<file path="src/rtl/pfd_polsel.sv">
module pfd_polsel #(
  parameter int SPIKE_CYC = 2
) (
  input  logic clk,
  input  logic rst_n,
  input  logic ref_in,
  input  logic fb_in,
  input  logic pol_sel,
  output logic pump_oe,
  output logic pump_lvl,
  output logic cmp_out,
  output logic od_sink,
  output logic lock_ok,
  output logic mon_out
);

  localparam int CW = $clog2(SPIKE_CYC + 1);
  localparam logic [CW-1:0] LAST = CW'(SPIKE_CYC - 1);

  logic          ref_d, fb_d;
  logic          up_q, dn_q;
  logic [CW-1:0] cnt;

  wire ref_rise = ref_in & ~ref_d;
  wire fb_rise  = fb_in & ~fb_d;
  wire both     = up_q & dn_q;

  always_ff @(posedge clk) begin
    if (!rst_n) begin
      ref_d <= 1'b0;
      fb_d  <= 1'b0;
      up_q  <= 1'b0;
      dn_q  <= 1'b0;
      cnt   <= '0;
    end else begin
      ref_d <= ref_in;
      fb_d  <= fb_in;
      if (both) begin
        if (cnt == LAST) begin
          up_q <= 1'b0;
          dn_q <= 1'b0;
          cnt  <= '0;
        end else begin
          cnt <= cnt + CW'(1);
        end
      end else begin
        if (ref_rise) up_q <= 1'b1;
        if (fb_rise)  dn_q <= 1'b1;
      end
    end
  end

  assign pump_oe  = up_q ^ dn_q;
  assign pump_lvl = pol_sel ? up_q : dn_q;
  assign cmp_out  = pol_sel ? dn_q : up_q;
  assign od_sink  = pol_sel ? up_q : dn_q;
  assign lock_ok  = ~(up_q ^ dn_q);
  assign mon_out  = pol_sel ? ref_in : fb_in;

  p_reset_idle_r1: assert property (@(posedge clk)
    !rst_n |=> (!pump_oe && !cmp_out && !od_sink && lock_ok));

  p_ref_lead_sets_r2: assert property (@(posedge clk) disable iff (!rst_n)
    (!up_q && !dn_q && ref_rise && !fb_rise) |=> (pump_oe && !lock_ok));

  p_lead_saturates_r6: assert property (@(posedge clk) disable iff (!rst_n)
    (up_q && !dn_q && !fb_rise) |=> (up_q && !dn_q));

  p_spike_outputs_r5: assert property (@(posedge clk) disable iff (!rst_n)
    both |-> (!pump_oe && cmp_out && od_sink && lock_ok));

  p_counter_idle_r5: assert property (@(posedge clk) disable iff (!rst_n)
    !both |-> (cnt == '0));

  p_lock_vs_pump_r8: assert property (@(posedge clk) disable iff (!rst_n)
    lock_ok != pump_oe);

  p_pol_only_r9: assert property (@(posedge clk) disable iff (!rst_n)
    (pump_oe && !ref_rise && !fb_rise) |=> pump_oe);

  always_comb begin
    if (rst_n) p_monitor_r7: assert (mon_out == (pol_sel ? ref_in : fb_in));
  end

endmodule

</file>
<file path="config.mk">
export PLATFORM = sky130hd
export DESIGN_NAME = pfd_polsel
export DESIGN_NICKNAME = d
export VERILOG_FILES = /design/src/rtl/pfd_polsel.sv
export SDC_FILE = /design/constraint.sdc
export NUM_CORES = 1
export LEC_CHECK = 0
export ABC_AREA = 1
export BUFFER_PORTS_ARGS = -buffer_cell sky130_fd_sc_hd__clkbuf_2
export CORE_AREA = 5 5 42 44
export DETAILED_ROUTE_END_ITERATION = 12
export DIE_AREA = 0 0 47 49
export GPL_TIMING_DRIVEN = 0
export PLACE_DENSITY = 0.47
export RECOVER_POWER = 25
export SYNTH_ARGS = -nofsm -noshare
export SYNTH_HDL_FRONTEND = slang
export SYNTH_SLANG_ARGS = --single-unit
export TNS_END_PERCENT = 100
</file>
<file path="constraint.sdc">
create_clock -name clk -period 1.1 [get_ports clk]
set_input_delay 0.22 -clock clk [delete_from_list [all_inputs] [get_ports clk]]
set_output_delay 0.22 -clock clk [all_outputs]
set_load 0.05 [all_outputs]
</file>
==> out/qor.yml <==
status:
  status: "finished, violations left"
  violations: "negative setup slack"
floorplan:
  io_pins: 11
  start_util: 0.213
  chipWidth_um: 47
  num_rows: 14
  core-area_um2: 1400
  die_h_um: 49
  dieArea_um2: 2300
logic_synthesis:
  synth_edf_count: 0
  synth_most_common_cell: "inv_1"
  yosysTopAreaCell: "dfxtp_1"
  yosysWarnings: 0
  synth_top_area_frac: 0.402
  synth_commonest_cells: "inv_1, dfxtp_1, nand2_1"
  synth_seq_cells: 6
  synth_area_um2: 299
  synth_area_per_cell_um2: 7.29
  synth_flop_cell: "dfxtp_1"
  yosysUniqueCellTypes: 12
  async_reset_ff_frac: 0
  yosysSeqAreaShare: 0.402
  syn-num-nets: 48
  netlist_instances: 41
  synth_area_leaders: "dfxtp_1, inv_1, ha_1"
clock_tree:
  cts-htree-levels: 1
  clock_latency_ps: 240
  cts_buffer_depth: 2
  numClockSinks: 6
  cts_tree: "done"
  numCtsBuffers: 3
  root_buffer: "clkbuf_4"
  clk_pin_slew_ps: 40
  cts_hold_buf: 0
global_route:
  grt_pass1_vias: 271
  grt.total_usage: 0.0705
  grt_max_degree: 6
  antenna_found_initial: 0
  grt.overflow.total: 0
  grt_pass1_wl_um: 1120
placed_design:
  place_ws_ps: -91.9
  numPortBuffers: 10
  placed_cells: 67
  postPlaceCellArea_um2: 403
  globalplace.congestion: 0.712
  dp_hpwl_um: 509
worst_setup_path:
  cp-end-kind: "primary output"
  cpMaxStageDelayCell: "dfxtp_4"
  crit_type: "reg -> out"
  cp-start-kind: "flip-flop"
  cpPeakStageDelay_ps: 350
  worstPathArrival_ps: 1090
  required_ps: 880
  critPathMaxFanout: 4
  crit_chain: "ha_4 > clkbuf_4"
final_layout:
  insertedDiodeCount: 0
  final_area_um2: 546
  register_area_um2: 128
  multi_input_area_um2: 196
  nets: 64
  drive_gt1_frac: 0.545
  stdcell_count: 71
  area_growth_pct: 82.4
  fillers: 149
timing:
  slew_headroom: 0.858
  fmax_mhz: 764
  setup_slack_ps: -209
  fin_skew_ps: 0.511
  slew_violations: 0
  setup_viol: 7
  post-route-period-util: 1.19
  rsz0062_at_grt: "yes"
  fin_hold_ws_ps: 209
  min_period_ps: 1310
  timing.final.hold_violations: 0
  tightest_slew_ps: 212
power_and_ir_drop:
  powerDensity_nw_per_um2: 1340
  ir_drop_mv: 0.622
  p_leak_nw: 0.239
routing:
  ant_nets: 0
  dr.first_iter.drc_count: 2
  vias_per_cell: 4.17
  firstDrtPassIters: 2
  via_count: 296
  wl_um: 644
  routedWlPerCell_um: 9.07
  drcViolationCount: 0
hold_path:
  holdCritPathClass: "in -> reg"
flow_run:
  maxCapViolCount: 0
==> kinds of logic (layout without fill, tap and decap cells) <==
kind of cell | Yosys count | after routing | share of synthesized area
compound gates | 6 | 6 | 0.100
fa+ha+maj | 2 | 2 | 0.0837
buf+inv | 12 | 26 | 0.163
flops | 6 | 6 | 0.402
mux | 1 | 1 | 0.0377
simple gates | 14 | 14 | 0.213
==> per-layer routing <==
metal	routed length, um	up-vias	global-route usage	share of wire
met4	17	0	0.0553	0.026
met5	0	-	0	0
met2	293	11	0.0860	0.45
met3	47	4	0.0369	0.073
li1	-	154	-	-
met1	286	127	0.0883	0.44
==> per-stage QoR <==
step	power (mW)	util	setup TNS [ps]
finish	0.731	0.389	-816
global route	0.781	0.389	-1320
floorplan	0.422	-	-240
global placement	0.459	0.288	-174
detailed placement	0.462	0.288	-206
CTS	0.714	0.350	-1000
==> report_power, final <==
part	switching, mW	total [mW]	internal, mW
clock	0.0754	0.199	0.123
combinational	0.169	0.289	0.120
sequential	0.0121	0.243	0.231
==> what timing repair did <==
action / in CTS / in global routing
setup endpoints to repair: 6 / 10
resized for setup: 15 / 16
pin swaps: 0 / 2
setup buffers: 0 / 1
==> cells in the final DEF, fill, tap and decap left out, types with 2 or more instances in the layout <==
master    instances
inv_1             8
nand2_1           5
clkbuf_4          4
dfxtp_1           4
nor2_1            3
buf_8             3
a21oi_1           2
nand3_4           2
nand3_2           2
buf_4             2
dfxtp_4           2
clkbuf_2          2
==> area by class of cell <==
type / instances / area share
multi-input cells: 23 / 0.360
flip-flops and latches: 6 / 0.234
repair buffers: 11 / 0.227
inverters: 11 / 0.0872
clock buffers: 3 / 0.0413
well taps: 16 / 0.0367
plain buffers: 1 / 0.0138
==> final timing paths <==
check | endpoint | slack, ps | depth (start not counted) | startpoint
setup / recovery | pump_oe | -210 | 2 | up_q$_SDFFE_PN0P_
hold / removal | fb_d$_SDFF_PN0_ | 210 | 3 | fb_in
setup reg to reg | dn_q$_SDFFE_PN0P_ | -30 | 6 | dn_q$_SDFFE_PN0P_
hold reg to reg | cnt[1]$_SDFFE_PN0P_ | 490 | 2 | cnt[1]$_SDFFE_PN0P_
==> sequential cells by signal, summed over array words and instances, names as in the netlist <==
register / cells
cnt: 2
dn_q: 1
fb_d: 1
ref_d: 1
up_q: 1
==> worst max-delay path, delay by kind of cell (launching register included) <==
kind / cells / cell delay (ps)
adders and majority gates: 1 / 270
buffers and inverters: 1 / 220
DFF: 1 / 350
Power figures use the tool's default switching activity.
